--- src/rtl/lns_psp_pkg.sv ---
package lns_psp_pkg;
  typedef enum logic [1:0] {
    MAG_ONE  = 2'b00,
    MAG_TWO  = 2'b01,
    MAG_HALF = 2'b10,
    MAG_RSV  = 2'b11
  } exp_mag_e;
endpackage

--- src/rtl/lns_prod.sv ---
module lns_prod #(
  parameter int LW = 14
) (
  input  logic                 sa_i,
  input  logic                 za_i,
  input  logic signed [LW-1:0] la_i,
  input  logic                 sb_i,
  input  logic                 zb_i,
  input  logic signed [LW-1:0] lb_i,
  output logic                 s_o,
  output logic                 z_o,
  output logic signed [LW:0]   l_o
);
  always_comb begin
    z_o = za_i | zb_i;
    s_o = z_o ? 1'b0 : (sa_i ^ sb_i);
    l_o = z_o ? '0 : ($signed({la_i[LW-1], la_i}) + $signed({lb_i[LW-1], lb_i}));
  end
endmodule

--- src/rtl/lns_align.sv ---
module lns_align #(
  parameter int PW = 15
) (
  input  logic                 xs_i,
  input  logic                 xz_i,
  input  logic signed [PW-1:0] xl_i,
  input  logic                 ys_i,
  input  logic                 yz_i,
  input  logic signed [PW-1:0] yl_i,
  output logic signed [PW-1:0] mx_o,
  output logic        [PW:0]   diff_o,
  output logic                 like_o,
  output logic                 pass_o,
  output logic                 s_o,
  output logic                 z_o
);
  logic signed [PW:0] dxy;
  logic               x_ge;

  always_comb begin
    dxy    = $signed({xl_i[PW-1], xl_i}) - $signed({yl_i[PW-1], yl_i});
    x_ge   = ~dxy[PW];
    mx_o   = '0;
    diff_o = '0;
    like_o = 1'b0;
    pass_o = 1'b0;
    s_o    = 1'b0;
    z_o    = 1'b0;
    if (xz_i && yz_i) begin
      z_o = 1'b1;
    end else if (yz_i) begin
      mx_o = xl_i; s_o = xs_i; pass_o = 1'b1;
    end else if (xz_i) begin
      mx_o = yl_i; s_o = ys_i; pass_o = 1'b1;
    end else begin
      like_o = (xs_i == ys_i);
      mx_o   = x_ge ? xl_i : yl_i;
      diff_o = x_ge ? dxy : -dxy;
      s_o    = x_ge ? xs_i : ys_i;
      if (!like_o && dxy == '0) begin
        // exact cancellation
        z_o = 1'b1; s_o = 1'b0; mx_o = '0;
      end
    end
  end
endmodule

--- src/rtl/lns_corr.sv ---
module lns_corr #(
  parameter int PW   = 15,
  parameter int FRAC = 8
) (
  input  logic signed [PW-1:0] mx_i,
  input  logic        [PW:0]   diff_i,
  input  logic                 like_i,
  input  logic                 pass_i,
  input  logic                 s_i,
  input  logic                 z_i,
  output logic                 s_o,
  output logic                 z_o,
  output logic signed [PW:0]   l_o
);
  localparam int STEP_SH = FRAC - 2;
  localparam int LIM     = 8 << FRAC;
  localparam int CW      = 12;

  if (FRAC != 8) begin : g_frac_chk
    $error("lns_corr tables are scaled for 8 fraction bits");
  end

  // log2(1+2^-d) in 1/256 units, d = idx/4
  function automatic logic signed [CW-1:0] f_add(input logic [4:0] idx);
    case (idx)
      5'd0:  f_add = 12'sd256; 5'd1:  f_add = 12'sd225; 5'd2:  f_add = 12'sd198; 5'd3:  f_add = 12'sd172;
      5'd4:  f_add = 12'sd150; 5'd5:  f_add = 12'sd130; 5'd6:  f_add = 12'sd112; 5'd7:  f_add = 12'sd96;
      5'd8:  f_add = 12'sd82;  5'd9:  f_add = 12'sd70;  5'd10: f_add = 12'sd60;  5'd11: f_add = 12'sd51;
      5'd12: f_add = 12'sd44;  5'd13: f_add = 12'sd37;  5'd14: f_add = 12'sd31;  5'd15: f_add = 12'sd26;
      5'd16: f_add = 12'sd22;  5'd17: f_add = 12'sd19;  5'd18: f_add = 12'sd16;  5'd19: f_add = 12'sd13;
      5'd20: f_add = 12'sd11;  5'd21: f_add = 12'sd10;  5'd22: f_add = 12'sd8;   5'd23: f_add = 12'sd7;
      5'd24: f_add = 12'sd6;   5'd25: f_add = 12'sd5;   5'd26: f_add = 12'sd4;   5'd27: f_add = 12'sd3;
      5'd28: f_add = 12'sd3;   5'd29: f_add = 12'sd2;   5'd30: f_add = 12'sd2;   default: f_add = 12'sd2;
    endcase
  endfunction

  // log2(1-2^-d); entry 0 sampled at d=1/8
  function automatic logic signed [CW-1:0] f_sub(input logic [4:0] idx);
    case (idx)
      5'd0:  f_sub = -12'sd919; 5'd1:  f_sub = -12'sd679; 5'd2:  f_sub = -12'sd454; 5'd3:  f_sub = -12'sd333;
      5'd4:  f_sub = -12'sd256; 5'd5:  f_sub = -12'sd201; 5'd6:  f_sub = -12'sd161; 5'd7:  f_sub = -12'sd130;
      5'd8:  f_sub = -12'sd106; 5'd9:  f_sub = -12'sd87;  5'd10: f_sub = -12'sd72;  5'd11: f_sub = -12'sd59;
      5'd12: f_sub = -12'sd49;  5'd13: f_sub = -12'sd41;  5'd14: f_sub = -12'sd34;  5'd15: f_sub = -12'sd29;
      5'd16: f_sub = -12'sd24;  5'd17: f_sub = -12'sd20;  5'd18: f_sub = -12'sd17;  5'd19: f_sub = -12'sd14;
      5'd20: f_sub = -12'sd12;  5'd21: f_sub = -12'sd10;  5'd22: f_sub = -12'sd8;   5'd23: f_sub = -12'sd7;
      5'd24: f_sub = -12'sd6;   5'd25: f_sub = -12'sd5;   5'd26: f_sub = -12'sd4;   5'd27: f_sub = -12'sd3;
      5'd28: f_sub = -12'sd3;   5'd29: f_sub = -12'sd2;   5'd30: f_sub = -12'sd2;   default: f_sub = -12'sd2;
    endcase
  endfunction

  logic [4:0]             idx;
  logic                   in_rng;
  logic signed [CW-1:0]   corr;

  always_comb begin
    idx    = diff_i[STEP_SH+4:STEP_SH];
    in_rng = (diff_i < (PW+1)'(LIM));
    if (pass_i || z_i || !in_rng) corr = '0;
    else if (like_i)              corr = f_add(idx);
    else                          corr = f_sub(idx);
    s_o = s_i;
    z_o = z_i;
    l_o = $signed({mx_i[PW-1], mx_i}) + $signed({{(PW+1-CW){corr[CW-1]}}, corr});
  end

  always_comb begin
    if (!pass_i && !z_i && like_i)
      a_r5_add_corr_range: assert (corr >= 0 && corr <= 12'sd256);
  end
endmodule

--- src/rtl/lns_pow.sv ---
module lns_pow
  import lns_psp_pkg::*;
#(
  parameter int SW = 16,
  parameter int LW = 14
) (
  input  logic                 s_i,
  input  logic                 z_i,
  input  logic signed [SW-1:0] l_i,
  input  logic [2:0]           sel_i,
  output logic                 s_o,
  output logic                 z_o,
  output logic        [LW-1:0] l_o,
  output logic                 inv_o,
  output logic                 dz_o
);
  localparam int XW = SW + 2;
  localparam logic signed [XW-1:0] MAXV = XW'(2**(LW-1) - 1);
  localparam logic signed [XW-1:0] MINV = -(XW'(2**(LW-1)));

  exp_mag_e               mag;
  logic                   neg;
  logic signed [XW-1:0]   ext, sc, sat;

  always_comb begin
    mag = exp_mag_e'(sel_i[1:0]);
    neg = sel_i[2];
    ext = $signed({{2{l_i[SW-1]}}, l_i});
    case (mag)
      MAG_TWO:  sc = ext <<< 1;
      MAG_HALF: sc = ext >>> 1;
      default:  sc = ext;
    endcase
    if (neg) sc = -sc;
    if (sc > MAXV)      sat = MAXV;
    else if (sc < MINV) sat = MINV;
    else                sat = sc;

    s_o = 1'b0; z_o = 1'b0; l_o = '0; inv_o = 1'b0; dz_o = 1'b0;
    if (z_i) begin
      if (neg) begin
        dz_o = 1'b1;
        l_o  = MAXV[LW-1:0];
      end else begin
        z_o = 1'b1;
      end
    end else begin
      l_o   = sat[LW-1:0];
      s_o   = (mag == MAG_ONE || mag == MAG_RSV) ? s_i : 1'b0;
      inv_o = (mag == MAG_HALF) && s_i;
    end
  end

  always_comb begin
    if (mag == MAG_TWO) a_r9_square_pos: assert (!s_o);
    if (dz_o)           a_r10_dz_not_zero: assert (!z_o && !inv_o);
  end
endmodule

--- src/rtl/lns_psp_pipe.sv ---
module lns_psp_pipe #(
  parameter int LOG_INT  = 6,
  parameter int LOG_FRAC = 8
) (
  input  logic                               clk_i,
  input  logic                               rst_ni,
  input  logic                               valid_i,
  input  logic [LOG_INT+LOG_FRAC+1:0]        a_i,
  input  logic [LOG_INT+LOG_FRAC+1:0]        b_i,
  input  logic [LOG_INT+LOG_FRAC+1:0]        c_i,
  input  logic [LOG_INT+LOG_FRAC+1:0]        d_i,
  input  logic [2:0]                         exp_sel_i,
  output logic                               valid_o,
  output logic [LOG_INT+LOG_FRAC+1:0]        res_o,
  output logic                               invalid_o,
  output logic                               dz_o
);
  localparam int LW = LOG_INT + LOG_FRAC;
  localparam int WW = LW + 2;
  localparam int PW = LW + 1;
  localparam int SW = PW + 1;
  localparam int NP = 2;

  // stage 1: operand capture
  logic                   v1;
  logic [3:0][WW-1:0]     op1;
  logic [2:0]             sel1;
  always_ff @(posedge clk_i or negedge rst_ni) begin
    if (!rst_ni) begin
      v1 <= 1'b0; op1 <= '0; sel1 <= '0;
    end else begin
      v1 <= valid_i; op1 <= {d_i, c_i, b_i, a_i}; sel1 <= exp_sel_i;
    end
  end

  // stage 2: products
  logic [NP-1:0]          ps_c, pz_c;
  logic [NP-1:0][PW-1:0]  pl_c;
  for (genvar i = 0; i < NP; i++) begin : g_prod
    lns_prod #(.LW(LW)) u_prod (
      .sa_i (op1[2*i][WW-1]),   .za_i (op1[2*i][WW-2]),   .la_i (op1[2*i][LW-1:0]),
      .sb_i (op1[2*i+1][WW-1]), .zb_i (op1[2*i+1][WW-2]), .lb_i (op1[2*i+1][LW-1:0]),
      .s_o  (ps_c[i]),          .z_o  (pz_c[i]),          .l_o  (pl_c[i])
    );
  end

  logic                   v2;
  logic [NP-1:0]          ps2, pz2;
  logic [NP-1:0][PW-1:0]  pl2;
  logic [2:0]             sel2;
  always_ff @(posedge clk_i or negedge rst_ni) begin
    if (!rst_ni) begin
      v2 <= 1'b0; ps2 <= '0; pz2 <= '0; pl2 <= '0; sel2 <= '0;
    end else begin
      v2 <= v1; ps2 <= ps_c; pz2 <= pz_c; pl2 <= pl_c; sel2 <= sel1;
    end
  end

  // stage 3: ordering and difference
  logic signed [PW-1:0] mx_c;
  logic        [PW:0]   diff_c;
  logic                 like_c, pass_c, as_c, az_c;
  lns_align #(.PW(PW)) u_align (
    .xs_i (ps2[0]), .xz_i (pz2[0]), .xl_i (pl2[0]),
    .ys_i (ps2[1]), .yz_i (pz2[1]), .yl_i (pl2[1]),
    .mx_o (mx_c), .diff_o (diff_c), .like_o (like_c), .pass_o (pass_c),
    .s_o  (as_c), .z_o (az_c)
  );

  logic                 v3, like3, pass3, s3, z3;
  logic signed [PW-1:0] mx3;
  logic        [PW:0]   diff3;
  logic [2:0]           sel3;
  always_ff @(posedge clk_i or negedge rst_ni) begin
    if (!rst_ni) begin
      v3 <= 1'b0; like3 <= 1'b0; pass3 <= 1'b0; s3 <= 1'b0; z3 <= 1'b0;
      mx3 <= '0; diff3 <= '0; sel3 <= '0;
    end else begin
      v3 <= v2; like3 <= like_c; pass3 <= pass_c; s3 <= as_c; z3 <= az_c;
      mx3 <= mx_c; diff3 <= diff_c; sel3 <= sel2;
    end
  end

  // stage 4: Gaussian-log correction
  logic                 bs_c, bz_c;
  logic signed [SW-1:0] bl_c;
  lns_corr #(.PW(PW), .FRAC(LOG_FRAC)) u_corr (
    .mx_i (mx3), .diff_i (diff3), .like_i (like3), .pass_i (pass3),
    .s_i  (s3),  .z_i (z3),
    .s_o  (bs_c), .z_o (bz_c), .l_o (bl_c)
  );

  logic                 v4, s4, z4;
  logic signed [SW-1:0] l4;
  logic [2:0]           sel4;
  always_ff @(posedge clk_i or negedge rst_ni) begin
    if (!rst_ni) begin
      v4 <= 1'b0; s4 <= 1'b0; z4 <= 1'b0; l4 <= '0; sel4 <= '0;
    end else begin
      v4 <= v3; s4 <= bs_c; z4 <= bz_c; l4 <= bl_c; sel4 <= sel3;
    end
  end

  // stage 5: power and output
  logic          rs_c, rz_c, inv_c, dz_c;
  logic [LW-1:0] rl_c;
  lns_pow #(.SW(SW), .LW(LW)) u_pow (
    .s_i (s4), .z_i (z4), .l_i (l4), .sel_i (sel4),
    .s_o (rs_c), .z_o (rz_c), .l_o (rl_c), .inv_o (inv_c), .dz_o (dz_c)
  );

  always_ff @(posedge clk_i or negedge rst_ni) begin
    if (!rst_ni) begin
      valid_o <= 1'b0; res_o <= '0; invalid_o <= 1'b0; dz_o <= 1'b0;
    end else begin
      valid_o <= v4; res_o <= {rs_c, rz_c, rl_c}; invalid_o <= inv_c; dz_o <= dz_c;
    end
  end

  // edges since reset, for the latency check
  logic [2:0] warm_q;
  always_ff @(posedge clk_i or negedge rst_ni) begin
    if (!rst_ni)              warm_q <= '0;
    else if (warm_q != 3'd5)  warm_q <= warm_q + 3'd1;
  end

  a_r2_latency: assert property (@(posedge clk_i) disable iff (!rst_ni)
    (warm_q == 3'd5) |-> (valid_o == $past(valid_i, 5)));

  a_r7_zero_clean: assert property (@(posedge clk_i) disable iff (!rst_ni)
    (valid_o && res_o[WW-2]) |-> (res_o[LW-1:0] == '0 && !res_o[WW-1]));

  a_r10_flags_excl: assert property (@(posedge clk_i) disable iff (!rst_ni)
    valid_o |-> !(invalid_o && dz_o));
endmodule

--- config.mk ---
export PLATFORM = sky130hd
export DESIGN_NAME = lns_psp_pipe
export DESIGN_NICKNAME = d
export VERILOG_FILES = /design/src/rtl/lns_psp_pkg.sv /design/src/rtl/lns_prod.sv /design/src/rtl/lns_align.sv /design/src/rtl/lns_corr.sv /design/src/rtl/lns_pow.sv /design/src/rtl/lns_psp_pipe.sv
export SDC_FILE = /design/constraint.sdc
export NUM_CORES = 1
export LEC_CHECK = 0
export ABC_AREA = 1
export BUFFER_PORTS_ARGS = -buffer_cell sky130_fd_sc_hd__buf_2
export CAP_MARGIN = 20
export CORE_ASPECT_RATIO = 1.75
export CORE_MARGIN = 2
export CORE_UTILIZATION = 38
export DETAILED_ROUTE_END_ITERATION = 8
export MAX_ROUTING_LAYER = met4
export PLACE_DENSITY = 0.56
export REMOVE_ABC_BUFFERS = 1
export SYNTH_ARGS = -nofsm -noshare
export SYNTH_HDL_FRONTEND = slang
export SYNTH_SLANG_ARGS = --single-unit
--- constraint.sdc ---
create_clock -name clk_i -period 4.5 [get_ports clk_i]
set_clock_uncertainty 0.2 [all_clocks]
set_input_delay 0.225 -clock clk_i [delete_from_list [all_inputs] [get_ports clk_i]]
set_output_delay 0.225 -clock clk_i [all_outputs]
set_load 0.02 [all_outputs]
== After elaboration in Yosys (flattened, before gate mapping) ==
Memory sizes are Yosys's and may differ from the RTL's.
Cells that the tools add are included.

* Bits in registers: 186
* Memory bits (read-only): 608
* Bits of input ports: 70
* Output and inout port bits: 19
* Logic and storage cells: 101
* Memories kept: 2

* Add/subtract/negate cells: 6
* Order comparisons: 3
* Equal/unequal tests: 4
* Mux-type cells: 43
* Bitwise gates (word level): 4
* Reductions and logical operators: 10

{| class="wikitable"
|+ Memories
! name !! words !! width !! read ports !! clocked after memory_dff !! write ports !! line !! source
|-
| (no name shown) || 32 || 10 || 1 || 0 || 0 || lns_corr.sv:39 || <nowiki>case (idx)</nowiki>
|-
| (no name shown) || 32 || 9 || 1 || 0 || 0 || lns_corr.sv:25 || <nowiki>case (idx)</nowiki>
|}

{| class="wikitable"
|+ Operators with widths
! kind !! number
|-
| two-way mux 15 bit || 7
|-
| two-way mux 16 bit || 4
|-
| two-way mux 14 bit || 3
|-
| one-hot mux 16 bit (2 select lines) || 1
|-
| adder 14 x 14 -> 15 bit || 2
|-
| two-way mux 1 bit || 24
|-
| two-way mux 12 bit || 2
|-
| greater-than comparator 18 x 14 -> 1 bit, second input constant || 1
|-
| less-than comparator 18 x 14 -> 1 bit, second input constant || 1
|-
| two-way mux 18 bit || 1
|-
| negator 17 -> 18 bit || 1
|-
| adder 15 x 12 -> 16 bit || 1
|-
| logical NOT 16 bit || 1
|-
| less-than comparator 16 x 12 -> 1 bit, second input constant || 1
|-
| negator 16 bit || 1
|-
| subtractor 15 x 15 -> 16 bit || 1
|-
| two-way mux 13 bit || 1
|-
| equality test 2 bit, second input constant || 2
|-
| logical AND 1 bit || 3
|-
| logical OR 1 bit || 3
|-
| equality test 2 x 1 -> 1 bit, second input constant || 1
|-
| logical NOT 1 bit || 2
|-
| logical NOT 2 bit || 1
|-
| bitwise OR 1 bit || 2
|-
| 2 further kinds || 3
|}

== Logic depth before layout (Yosys ltp) ==
* Depth in word-level cells: 8
* Gate-level depth with buffers: 22
* Gate-level depth less buffers: 21

== By module ==
From an unflattened synthesis, not the netlist that was laid out.

* Cell total of the unflattened synthesis: 1643
* Area, all modules: 11925.2 µm²

{| class="wikitable"
|+ By module, submodules not included
! module !! instances !! cells an instance !! area an instance (µm²) !! sequential area each (µm²)
|-
| lns_psp_pipe || 1 || 186 || 4654.5 || 4654.5
|-
| lns_align || 1 || 484 || 2419.8 || 0.0
|-
| lns_corr || 1 || 341 || 1740.4 || 0.0
|-
| lns_pow || 1 || 271 || 1303.8 || 0.0
|-
| lns_prod (g_prod[0].u_prod) || 1 || 180 || 903.4 || 0.0
|-
| lns_prod (g_prod[1].u_prod) || 1 || 181 || 903.4 || 0.0
|}

== Least setup slack after synthesis ==
Ideal clock, no wire load.

* Path type: register to register
* Start point: register diff3[7]
* End point: register l4[12]
* Library setup time: 0.079 ns
* Arrival: 2.940 ns
* Data required time: 4.221 ns
* Setup slack: 1.281 ns
* Stages on the path, launching flop included: 22
* Buffers on the path: 0
* Clock period less this slack: 3.219 ns
* Cell sequence: dfrtp_1 -> inv_1 -> ha_1 -> inv_1 -> o21ai_0 -> nand2_1 -> nand3_1 -> o21ai_0 -> nand2_1 -> a31oi_1 -> ha_1 -> inv_1 -> fa_1 -> nand3b_1 -> nand2_1 -> inv_1 -> o221ai_1 -> nand3_1 -> nand2_1 -> nand3_1 -> nand2_1 -> xor2_1

* Cells in the longest elaborated chain, start to end: 5
* Elaborated cells between the ends (all ways): 8
* Those cells by class: add/sub (1); order compare (1); mux (2); reduce/logical (2); memory (2)

{| class="wikitable"
|+ Ends and longest elaborated chain
! element !! line !! source
|-
| start, declared || lns_psp_pipe.sv:72 || <nowiki>logic [PW:0] diff3;</nowiki>
|-
| start signal, assigned || lns_psp_pipe.sv:80 || <nowiki>mx3 <= mx_c; diff3 <= diff_c; sel3 <= sel2;</nowiki>
|-
| less-than comparator 16 x 12 -> 1 bit || lns_corr.sv:57 || <nowiki>in_rng = (diff_i < (PW+1)'(LIM));</nowiki>
|-
| logical NOT 1 bit || lns_corr.sv:58 || <nowiki>if (pass_i || z_i || !in_rng) corr = '0;</nowiki>
|-
| logical OR 1 bit || lns_corr.sv:58 ||
|-
| two-way mux 12 bit (*) || lns_corr.sv:58 ||
|-
| adder 15 x 12 -> 16 bit (*) || lns_corr.sv:63 || <nowiki>l_o = $signed({mx_i[PW-1], mx_i}) + $signed({{(PW+1-CW){corr[CW-1]}}, corr});</nowiki>
|-
| named net bl_c[12] || lns_psp_pipe.sv:86 || <nowiki>logic signed [SW-1:0] bl_c;</nowiki>
|-
| end signal, assigned || lns_psp_pipe.sv:100 || <nowiki>v4 <= v3; s4 <= bs_c; z4 <= bz_c; l4 <= bl_c; sel4 <= sel3;</nowiki>
|-
| end, declared || lns_psp_pipe.sv:94 || <nowiki>logic signed [SW-1:0] l4;</nowiki>
|}

Mark *: on every way through the listed nets, which the timed path passes. The rest lies on a longest branch.

== Worst setup path in the final report ==
Ends and elaborated chain as after synthesis.

==> impl_metrics.py <==
metrics = {
    "outcome": {
        "run_status": "complete, no violations",
    },
    "yosys": {
        "synth_compound_area_share_pct": 14.2,
        "synth_edf_count": 0,
        "synth_area_leader_cell": "dfrtp_1",
        "synth_async_sr_flop_share_pct": 100,
        "synth_fa_ha_area_share_pct": 9.08,
        "yosys-top-cells-area": "dfrtp_1 (43%), nand2_1 (10%), ha_1 (8.3%)",
        "synth_xor_area_share_pct": 2.78,
        "muxShareOfSynthArea_pct": 0,
        "ys_warn_count": 0,
        "synth_flop_cell": "dfrtp_1",
        "syn_inst": 1280,
        "yosysSeqAreaShare_pct": 43.3,
        "synth_cell_types": 56,
        "synth.cell_area_sq_um": 10400,
        "synth-seq-cells": 180,
        "yosys.area.top_type_share_pct": 43.3,
        "syn_area_per_cell_sq_um": 8.12,
        "yosys.area_share.simple_pct": 23.7,
        "synth_top_family_by_area": "simple AND/OR/NAND/NOR gates",
    },
    "worst_setup_path": {
        "cp-end-kind": "flop",
        "crit_required_ns": 4.68,
        "startpoint_type": "flop",
        "critical_path.max_stage_delay_ns": 0.47,
        "crit_chain": "inv_1 > ha_1 > inv_1 > o21ai_0 > nand2_1 > nand3_1 > o21ai_0 > nand2_1 > a31oi_1 > ha_1 > inv_1 > fa_1 > nand3b_1 > nand2_1 > inv_1 > o221ai_1 > nand3_1 > nand2_1 > nand3_1 > nand2_1 > xor2_1",
        "cp.arrival_ns": 3.96,
        "path_common_cell": "nand2_1",
        "crit_slowest_cell": "dfrtp_1",
        "criticalPathCategory": "flop to flop",
        "crit_fanout": 8,
    },
    "drt": {
        "initialDrtViolationCount": 575,
        "routedWlPerCell_um": 14.6,
        "drcViolationCount": 0,
        "postRouteAntennaNets": 0,
        "wirelength_um": 26400,
        "via_count": 8988,
        "via_per_inst": 4.97,
        "first_pass_iters": 6,
    },
    "pwr": {
        "cellLeakagePower_uw": 0.00619,
        "p_per_area_nw_per_um2": 370,
        "irDropWorstVdd_mv": 0.444,
    },
    "cts": {
        "cts_root_buffer": "clkbuf_16",
        "clk_latency_ns": 0.45,
        "cts_setup_buffers": 0,
        "cts.sinks": 180,
        "cts_buffers": 17,
        "cts_tree": "done",
        "clkTransAtPathRegs_ns": 0.07,
        "post_cts_resize_count": 0,
        "htreeDepth": 4,
        "clk_path_buf_depth": 2,
    },
    "placed_design": {
        "hpwl_um": 20000,
        "io_buffers": 88,
        "gp_congestion": 0.918,
    },
    "sta": {
        "fin_setup_tns_ns": 0,
        "drv_slew": 0,
        "worst_pin_slew_ns": 0.730,
        "fin_crit_ns": 3.78,
        "timing.final.crit_share_pct": 83.9,
        "hold_viol": 0,
        "clock.fmax_mhz": 265,
        "rsz0062_at_grt": "no",
        "hold_ws_ns": 0.144,
        "setup_viol": 0,
        "max-slew-margin-rel_pct": 51.2,
    },
    "finish": {
        "nFillCells": 2674,
        "synthToLayoutAreaGrowth_pct": 19.5,
        "final_nets": 1572,
        "drive_gt1_share_pct": 12.4,
        "final_cell_mix": "nand2_1 (287), dfrtp_1 (180), inv_1 (130), a21oi_1 (124), nor2_1 (123)",
        "layout_commonest_cell": "nand2_1",
        "diodes": 0,
    },
    "job": {
        "drv_cap": 0,
    },
    "die": {
        "die_w_um": 129,
        "dieHeight_um": 223,
        "num_rows": 80,
        "boundaryPins": 89,
        "die_area_sq_um": 28700,
        "initial_utilization_pct": 38.3,
        "core-area_sq_um": 27100,
    },
    "global_route": {
        "grt_max_degree": 95,
        "antenna_found_initial": 0,
        "grt_usage_pct": 20.1,
        "grt.overflow.total": 0,
        "grt_pass1_vias": 9109,
        "grt_pass1_wl_um": 43100,
    },
    "worst_hold_path": {
        "hp-class": "flop to flop",
    },
}
[synthesized netlist by cell type, drive strengths merged, types with 2 or more instances]
| cell type | count |
|---|---|
| buf | 17 |
| xnor2 | 8 |
| o22ai | 3 |
| ha | 69 |
| nand3b | 4 |
| nor2 | 133 |
| nand4 | 11 |
| a21boi | 3 |
| or2 | 8 |
| dfrtp | 180 |
| a22oi | 3 |
| o21ai | 82 |
| nor4 | 3 |
| xor2 | 25 |
| nor3b | 2 |
| fa | 4 |
| o21bai | 5 |
| o31ai | 4 |
| a21oi | 135 |
| nand3 | 75 |
| clkbuf | 18 |
| and2 | 2 |
| o221ai | 6 |
| nor3 | 21 |
| inv | 132 |
| nand2 | 307 |
| o21a | 4 |
| a211oi | 4 |
| o2111ai | 3 |
[per-stage QoR]
step / worst slack (ns) / area [sq um] / util [%] / instances / total power, uW
after floorplan: 1.28 / 10200 / - / 1245 / 2730
final: 0.723 / 12400 / 45.8 / 1810 / 4600
after global routing: 0.328 / 12400 / 45.8 / 1810 / 4900
after global placement: 0.694 / 11200 / 41.1 / 1710 / 3090
after CTS: 0.729 / 12400 / 45.8 / 1810 / 4650
after detailed placement: 0.738 / 11200 / 41.1 / 1710 / 3100
[worst max-delay path: cells and delay by family, from the launching register on]
family	cells	cell delay, ns
XOR/XNOR	1	0.14
flip-flops	1	0.47
buffers and inverters	4	0.38
adder cells (fa/ha/maj)	3	0.91
AO/OA/AOI/OAI	4	0.71
AND/OR/NAND/NOR	9	0.89
[sequential cells by signal, indices dropped and copies added (netlist names), 2 cells and up]
name / count
sel2: 3
diff3: 10
mx3: 15
sel1: 3
sel4: 3
sel3: 3
l4: 16
pz2: 2
pl2: 30
op1: 64
ps2: 2
res_o: 16
[worst paths after layout]
check,to,cells past startpoint,start,slack (ns)
min reg2reg,sel2[0],0,sel1[0],0.14
min in group asynchronous,valid_o,2,rst_ni,0.15
max in group asynchronous,op1[61],3,rst_ni,2.99
max,l4[12],21,diff3[7],0.72
min,sel2[0],0,sel1[0],0.14
max reg2reg,l4[12],21,diff3[7],0.72
[per-layer routing]
layer	part of all wire, %	vias to the layer above	GRT usage [%]
li1	-	4521	-
met1	31	4129	16.5
met2	60	234	39.9
met3	2.6	104	2.34
met4	6.6	0	13.5
met5	0	-	-
[area by class of cell]
type	count	area (sq um)	share of cell area, %
Sequential cell	180	4500	36.2
Multi-Input combinational cell	932	5170	41.6
Tap cell	369	462	3.72
Inverter	133	502	4.04
Timing Repair Buffer	165	1210	9.76
Clock buffer	19	433	3.48
Clock inverter	12	143	1.15
[timing repair]
item	4_1_cts	5_1_grt
endpoints found under the setup margin	0	0
hold endpoints to repair	154	0
hold buffers	69	0
[cell families after synthesis]
group	Yosys count
DFF	180
and+or+nand+nor	566
AOI/OAI and AO/OA	260
xor gates and xnor gates	33
adders and majority gates	73
buffers and inverters	168
[power breakdown]
part | internal [uW] | total, uW | leakage (uW) | switching [uW]
Sequential | 1740 | 1820 | 0.00223 | 79.2
Combinational | 461 | 1310 | 0.00369 | 846
Clock | 823 | 1480 | 0.000273 | 654
Total | 3020 | 4600 | 0.00619 | 1580
No activity file was read; power rests on OpenSTA's default activity.
